### config.mk
export PLATFORM = sky130hd
export DESIGN_NAME = lp_mode_ctrl
export DESIGN_NICKNAME = d
export VERILOG_FILES = /design/src/rtl/lpc_pkg.sv /design/src/rtl/lpc_mode_reg.sv /design/src/rtl/lpc_win_timer.sv /design/src/rtl/lpc_fsm.sv /design/src/rtl/lp_mode_ctrl.sv
export SDC_FILE = /design/constraint.sdc
export NUM_CORES = 1
export LEC_CHECK = 0
export ABC_CLOCK_PERIOD_IN_PS = 2900
export BUFFER_PORTS_ARGS = -buffer_cell sky130_fd_sc_hd__buf_4
export CAP_MARGIN = 20
export CORE_UTILIZATION = 44
export DETAILED_ROUTE_END_ITERATION = 10
export GPL_ROUTABILITY_DRIVEN = 0
export PLACE_DENSITY_LB_ADDON = 0.25
export SLEW_MARGIN = 15
export SYNTH_ARGS = -nofsm -noshare
export SYNTH_HDL_FRONTEND = slang
export SYNTH_SLANG_ARGS = --single-unit
export TNS_END_PERCENT = 100
### constraint.sdc
create_clock -name clk -period 2.9 [get_ports clk]
set_input_delay 0.145 -clock clk [delete_from_list [all_inputs] [get_ports clk]]
set_output_delay 0.145 -clock clk [all_outputs]
set_load 0.005 [all_outputs]
### src/rtl/lpc_pkg.sv
package lpc_pkg;
  typedef enum logic [2:0] {
    ST_RUN   = 3'd0,
    ST_IDLE  = 3'd1,
    ST_PDOWN = 3'd2,
    ST_WIN   = 3'd3,
    ST_RST   = 3'd4
  } lp_state_e;

  typedef struct packed {
    logic pd;
    logic idl;
  } mode_req_t;
endpackage

### src/rtl/lpc_mode_reg.sv
module lpc_mode_reg
  import lpc_pkg::*;
(
  input  logic      clk,
  input  logic      rst_n,
  input  logic      wr_en,
  input  mode_req_t wdata,
  input  logic      clr,
  output mode_req_t q
);
  mode_req_t q_nxt;

  always_comb begin
    q_nxt = q;
    if (clr)        q_nxt = '0;
    else if (wr_en) q_nxt = wdata;
  end

  always_ff @(posedge clk or negedge rst_n) begin
    if (!rst_n) q <= '0;
    else        q <= q_nxt;
  end
endmodule

### src/rtl/lpc_win_timer.sv
module lpc_win_timer #(
  parameter int WIN_CYC = 12
) (
  input  logic clk,
  input  logic rst_n,
  input  logic load,
  output logic done
);
  localparam int CW = $clog2(WIN_CYC + 1);
  localparam logic [CW-1:0] LOAD_VAL = CW'(WIN_CYC - 1);

  logic [CW-1:0] cnt, cnt_nxt;

  always_comb begin
    cnt_nxt = cnt;
    if (load)            cnt_nxt = LOAD_VAL;
    else if (cnt != '0)  cnt_nxt = cnt - 1'b1;
  end

  always_ff @(posedge clk or negedge rst_n) begin
    if (!rst_n) cnt <= '0;
    else        cnt <= cnt_nxt;
  end

  assign done = (cnt == '0);
endmodule

### src/rtl/lpc_fsm.sv
module lpc_fsm
  import lpc_pkg::*;
#(
  parameter int N_IRQ = 4
) (
  input  logic             clk,
  input  logic             rst_n,
  input  logic             hw_rst,
  input  logic             pcon_wr,
  input  mode_req_t        req,
  input  logic [N_IRQ-1:0] irq_pend,
  input  logic [N_IRQ-1:0] irq_en,
  input  logic             win_done,
  output lp_state_e        st,
  output logic             win_load,
  output logic             mode_wr,
  output logic             mode_clr
);
  lp_state_e st_nxt;
  logic [N_IRQ-1:0] live;
  logic wake;

  for (genvar i = 0; i < N_IRQ; i++) begin : g_mask
    assign live[i] = irq_pend[i] & irq_en[i];
  end
  assign wake = |live;

  always_comb begin
    st_nxt   = st;
    win_load = 1'b0;
    mode_wr  = 1'b0;
    mode_clr = 1'b0;
    case (st)
      ST_RUN: begin
        if (hw_rst) st_nxt = ST_RST;
        else if (pcon_wr) begin
          mode_wr = 1'b1;
          if (req.pd)       st_nxt = ST_PDOWN;
          else if (req.idl) st_nxt = ST_IDLE;
        end
      end
      ST_IDLE: begin
        if (hw_rst) begin
          st_nxt   = ST_WIN;
          win_load = 1'b1;
          mode_clr = 1'b1;
        end else if (wake) begin
          st_nxt   = ST_RUN;
          mode_clr = 1'b1;
        end
      end
      ST_PDOWN: begin
        if (hw_rst) begin
          st_nxt   = ST_RST;
          mode_clr = 1'b1;
        end
      end
      ST_WIN: begin
        if (win_done) st_nxt = ST_RST;
      end
      ST_RST: begin
        if (!hw_rst) st_nxt = ST_RUN;
      end
      default: st_nxt = ST_RUN;
    endcase
  end

  always_ff @(posedge clk or negedge rst_n) begin
    if (!rst_n) st <= ST_RUN;
    else        st <= st_nxt;
  end

  // the window hands over to internal reset when the timer expires
  p_win_exit_r6: assert property (@(posedge clk) disable iff (!rst_n)
    (st == ST_WIN && win_done) |=> (st == ST_RST));

  // the window is held while the timer still runs
  p_win_hold_r6: assert property (@(posedge clk) disable iff (!rst_n)
    (st == ST_WIN && !win_done) |=> (st == ST_WIN));
endmodule

### src/rtl/lp_mode_ctrl.sv
module lp_mode_ctrl
  import lpc_pkg::*;
#(
  parameter int MC_LEN = 6,
  parameter int WIN_MC = 2,
  parameter int N_IRQ  = 4
) (
  input  logic             clk,
  input  logic             rst_n,
  input  logic             hw_rst,
  input  logic             pcon_wr,
  input  logic [1:0]       pcon_wdata,
  input  logic [N_IRQ-1:0] irq_pend,
  input  logic [N_IRQ-1:0] irq_en,
  output logic [1:0]       mode_req,
  output logic             cpu_clk_en,
  output logic             per_clk_en,
  output logic             osc_en,
  output logic             ram_wr_inhibit,
  output logic             int_rst
);
  localparam int WIN_CYC = MC_LEN * WIN_MC;

  lp_state_e st;
  logic      win_load, win_done, mode_wr, mode_clr;
  mode_req_t req_w, req_q;

  assign req_w = mode_req_t'(pcon_wdata);

  lpc_fsm #(.N_IRQ(N_IRQ)) u_fsm (
    .clk(clk), .rst_n(rst_n), .hw_rst(hw_rst), .pcon_wr(pcon_wr),
    .req(req_w), .irq_pend(irq_pend), .irq_en(irq_en),
    .win_done(win_done), .st(st), .win_load(win_load),
    .mode_wr(mode_wr), .mode_clr(mode_clr)
  );

  lpc_win_timer #(.WIN_CYC(WIN_CYC)) u_win (
    .clk(clk), .rst_n(rst_n), .load(win_load), .done(win_done)
  );

  lpc_mode_reg u_mode (
    .clk(clk), .rst_n(rst_n), .wr_en(mode_wr), .wdata(req_w),
    .clr(mode_clr), .q(req_q)
  );

  assign mode_req = req_q;

  always_comb begin
    cpu_clk_en     = 1'b1;
    per_clk_en     = 1'b1;
    osc_en         = 1'b1;
    ram_wr_inhibit = 1'b0;
    int_rst        = 1'b0;
    case (st)
      ST_IDLE:  cpu_clk_en = 1'b0;
      ST_PDOWN: begin
        cpu_clk_en = 1'b0;
        per_clk_en = 1'b0;
        osc_en     = 1'b0;
      end
      ST_WIN:   ram_wr_inhibit = 1'b1;
      ST_RST:   int_rst = 1'b1;
      default:  ;
    endcase
  end

  // checks across the ports
  logic running, wake_any;
  assign running  = cpu_clk_en && !ram_wr_inhibit && !int_rst;
  assign wake_any = |(irq_pend & irq_en);

  p_idle_entry_r2: assert property (@(posedge clk) disable iff (!rst_n)
    (running && pcon_wr && pcon_wdata == 2'b01 && !hw_rst)
      |=> (!cpu_clk_en && per_clk_en && osc_en));

  p_pd_priority_r3: assert property (@(posedge clk) disable iff (!rst_n)
    (running && pcon_wr && pcon_wdata[1] && !hw_rst)
      |=> (!osc_en && !cpu_clk_en && !per_clk_en));

  p_irq_wake_r4: assert property (@(posedge clk) disable iff (!rst_n)
    (!cpu_clk_en && per_clk_en && wake_any && !hw_rst)
      |=> (cpu_clk_en && !ram_wr_inhibit && !int_rst));

  p_pd_hold_r5: assert property (@(posedge clk) disable iff (!rst_n)
    (!osc_en && !hw_rst) |=> !osc_en);

  p_idle_rst_win_r6: assert property (@(posedge clk) disable iff (!rst_n)
    (!cpu_clk_en && per_clk_en && hw_rst)
      |=> (ram_wr_inhibit && cpu_clk_en && !int_rst));

  p_rst_hold_r7: assert property (@(posedge clk) disable iff (!rst_n)
    (int_rst && hw_rst) |=> int_rst);

  p_pd_exit_r8: assert property (@(posedge clk) disable iff (!rst_n)
    (!osc_en && hw_rst) |=> (osc_en && int_rst));

  p_bits_clear_r9: assert property (@(posedge clk) disable iff (!rst_n)
    $rose(cpu_clk_en) |-> (mode_req == 2'b00));
endmodule

==> results.md <==
Critical path:
- For the worst setup path, the data arrival time is a little over 2 ns.
- In this run the critical register-to-register path is launched from u_win.cnt[0].
- Tracing the worst setup path back leads to its startpoint at u_win.cnt[0].
- The type of element capturing the critical path is a register.
- Of all nets on the critical path, the largest fanout is 3.
- The worst reg-to-reg path cell count is 6.
- The setup check on the worst reg-to-reg path leaves a slack of roughly 1.0 ns.
- The end of the worst register-to-register path is u_fsm.st[0].
- The setup path with the least slack is of type register to register.
- The required time of the critical path is about 3 ns.
- STA classifies the critical path startpoint as a register.

Clock network:
- The insertion delay of the later-clocked pin in the worst-skew pair is between 0.2 and 0.3 ns.
- The total clock buffers created by CTS is 3.
- The clock tree from TritonCTS is built.
- The maximum buffer depth of the clock tree is 2.
- The maximum level of the CTS H-tree is 1.
- The tree is rooted in a sky130_fd_sc_hd__clkbuf_4.
- After clock tree synthesis, the clock-pin slew on the worst setup and hold paths is approximately 0.070 ns.
- After clock tree synthesis, the setup repair step added 0 buffers.
- The total number of clock tree sinks is 9.

Hold path:
- The path with the worst hold slack has its endpoint at u_mode.q[0].
- The worst min-delay path category is primary input to register.
- The start point of the worst hold path is pcon_wdata[0].
- The cell depth of the worst hold path is 3.

Synth:
- The number of nets handed over by synthesis was 84.
- For this run, the leading register cell type out of synthesis is sky130_fd_sc_hd__dfrtp_1.
- The multiplexer share of the synthesized area is 0.0707.
- Counting every instance in the synthesized netlist gives 68.
- Yosys printed 0 warnings.
- The mapped netlist covers approximately 650 um^2.
- By count the netlist is led by 9 x sky130_fd_sc_hd__dfrtp_1, 8 x sky130_fd_sc_hd__nand2_1, 7 x sky130_fd_sc_hd__inv_1.
- Of the total synthesized cell area, the portion taken by XOR and XNOR cells is 0.0268.
- The share of synthesized area in the top cell type comes to 0.344.
- Of the total synthesized cell area, the portion taken by AND, OR, NAND and NOR gates is 0.243.
- In the post-synthesis netlist, the biggest area contributors are sky130_fd_sc_hd__dfrtp_1 34%, sky130_fd_sc_hd__a21oi_1 4.6%, sky130_fd_sc_hd__nand2_1 4.6%.
- The sequential-to-total area share from yosys stat is 0.344.
- The combinational family with the most area after synthesis is simple AND/OR/NAND/NOR gates.
- Of all flip-flops after synthesis, the portion carrying an async set or reset was 1.00.
- The area fraction in compound gates after synthesis is 0.176.
- The number of distinct library cell variants in the gate-level netlist after synthesis is 34.
- The synthesis-stage register bit count is 9.
- The most common cell in the synthesized netlist is sky130_fd_sc_hd__dfrtp_1.
- The synthesized design contains 0 enable-type register cells.
- Of the total synthesized cell area, the portion taken by full adders, half adders and majority gates is 0.0382.
- The cell taking the most area after synthesis is sky130_fd_sc_hd__dfrtp_1.
- The per-instance average area after synthesis is a little under 10 um^2.

Placement:
- The port buffer count is 20.
- The worst slack at placement is approximately 1 ns.
- The instance count after placement with tap cells included is ~100.
- Detailed placement finished with a half-perimeter wire length of 1010 um.

Global routing:
- In this run the most used layer during global routing was met2.
- The global routing met3 resource utilization is 0.0167.
- The number of antenna violations at the first check in global routing is 0.
- Summed over all layers, the global routing overflow is 0.
- The met1 global-route usage is 0.247.
- The global routing met2 resource utilization is 0.349.
- The global-route total usage across every layer is 0.191.
- The maximum number of pins on one net before global-route repair is 14.
- The first-pass GRT wire length is ~2100 um.
- The via count of the first global-routing pass is 508.

Pwr:
- The leakage power of the design is 0.000400 uW.
- The switching power total is 297 uW.
- The peak supply drop is ~0.00046 V.
- The share of total power in the clock network is 0.132.
- The power per cell area is slightly above 900 nW/um^2.
- The power share of the sequential group is 0.354.
- Of the total power, the share spent switching nets is 0.391.
- The internal portion of the total power is ~460 uW.
- Of the total power, combinational logic draws 0.514.

STA:
- Of the available clock period, the critical path in the final layout requires 0.654.
- The normalized max-slew margin is 0.604.
- Setup repair after global routing left no endpoint under its margin.
- After layout, the minimum clock period comes to about 1.9 ns.
- The setup TNS is 0 ns.
- The achievable frequency is around 530 MHz.
- The smallest setup slack after layout is around 1.0 ns.
- The final number of hold-violating endpoints came to 0.
- The worst-case clock skew is 0.00186 ns.
- The count of endpoints failing setup in the final report is 0.
- The slew at the pin with the worst max-slew slack is between 0.5 and 0.6 ns.
- The count of final max-slew check failures was 0.

Cells and area:
- The share of post-route cells with drive strength above 1 is 0.382.
- The number of diodes is 0.
- The post-layout instance count excluding filler cells is 104.
- The net total in the final layout is 106.
- After filler insertion, the fill cell instance count of the layout stands at approximately 130.
- At the end of the flow the core is filled with cells to 0.607.
- The synthesis-to-layout area growth is 25.2%.

Drt:
- In this run the remaining antenna-violating nets after routing total 0.
- After the first detailed-routing iteration, the DRC count stood at 3.
- The detailed-routing iteration count for the pre-antenna-repair pass is 4.
- The routed design has around 1300 um of wire.
- The remaining routing DRC violations is 0.
- Detailed routing inserted a total of roughly 550 vias.
- Dividing the detail-routed wire length by the instance count gives 12.6 um.
- The number of vias per cell after detailed routing is around 5.3.

Floorplanning:
- The floorplan has 13 rows.
- The die covers ~1600 um^2.
- The initial standard-cell utilization of the core is 0.485.
- In this run the horizontal extent of the chip is a little over 40 um.
- The die is 40.6 um tall.
- In this run the standard cell core region covers 1350 um^2.
- During I/O placement, the number of pins put on the boundary was 21.

Flow run:
- The tool flagged a number of max-cap violations equal to 0.

Outcome:
- The run finished with clean final reports.
-- critical path: stages (launching register included) --
cell	delay, ns
sky130_fd_sc_hd__dfrtp_1	0.38
sky130_fd_sc_hd__inv_1	0.11
sky130_fd_sc_hd__ha_1	0.20
sky130_fd_sc_hd__nor3b_2	0.29
sky130_fd_sc_hd__o32ai_2	0.14
sky130_fd_sc_hd__a221oi_2	0.32
sky130_fd_sc_hd__mux2_4	0.34
-- worst max path at each step --
| stage | endpoint | cells after the start |
|---|---|---|
| final | u_fsm.st[0] | 6 |
| after global routing | u_fsm.st[0] | 6 |
| after CTS | u_fsm.st[0] | 6 |
| after detailed placement | u_fsm.st[0] | 6 |
| after global placement | u_fsm.st[0] | 4 |
| after floorplan | u_fsm.st[0] | 6 |
-- per-layer routing --
| layer | vias up | wire length [um] |
|---|---|---|
| met2 | 8 | 637 |
| li1 | 284 | - |
| met4 | 0 | 0 |
| met3 | 0 | 33 |
| met5 | - | 0 |
| met1 | 259 | 636 |
-- registers in the layout, indices dropped and copies added, names as in the netlist --
| name | cells |
|---|---|
| u_fsm.st | 3 |
| u_mode.q | 2 |
| u_win.cnt | 4 |
-- cells in the final DEF, fill, tap and decap left out, types with 2 or more instances in the layout --
cell type	instances
sky130_fd_sc_hd__mux2i_1	2
sky130_fd_sc_hd__a21oi_1	6
sky130_fd_sc_hd__and2b_2	2
sky130_fd_sc_hd__clkbuf_4	3
sky130_fd_sc_hd__inv_1	7
sky130_fd_sc_hd__nand2_1	8
sky130_fd_sc_hd__nand3_1	2
sky130_fd_sc_hd__o21ai_0	2
sky130_fd_sc_hd__buf_4	20
sky130_fd_sc_hd__dfrtp_1	9
sky130_fd_sc_hd__nor2_1	2
sky130_fd_sc_hd__nand3b_1	2
sky130_fd_sc_hd__ha_1	2
-- logic make-up (layout without fill, tap and decap cells) --
family                   count (synthesis)  in the layout
AND/OR/NAND/NOR                         25             25
AO/OA/AOI/OAI                           15             15
buffers and inverters                   11             32
flip-flops                               9              9
multiplexers                             4              4
adder cells (fa/ha/maj)                  2              2
XOR/XNOR                                 2              2
-- per-stage QoR --
stage                     instance area, um^2  power, uW  hold slack (ns)
after CTS                                 820        764            0.165
after global routing                      820        827            0.191
after detailed placement                  783        660          -0.0216
after floorplan                           654        568           -0.151
final                                     820        759            0.169
after global placement                    783        653          -0.0231
-- area by class of cell --
cell class	count	area (um^2)	area share
multi-input cells	48	363	0.443
well taps	15	18.8	0.0229
inverters	7	26.3	0.0321
repair buffers	21	160	0.195
flip-flops and latches	9	225	0.275
clock buffers	4	26.3	0.0321
-- power by group through the flow --
stage	Sequential (uW)	Combinational, uW	Clock (uW)
6_report	269	390	99.9
2_1_floorplan	225	343	0
4_1_cts	268	395	101
3_5_place_dp	269	391	0
5_1_grt	277	444	106
3_3_place_gp	270	383	0
-- repair_timing --
item,CTS,global route
endpoints found under the hold margin,9,0
hold buffers,1,0
gates resized for setup,0,0
(Power assumes the default switching activity.)
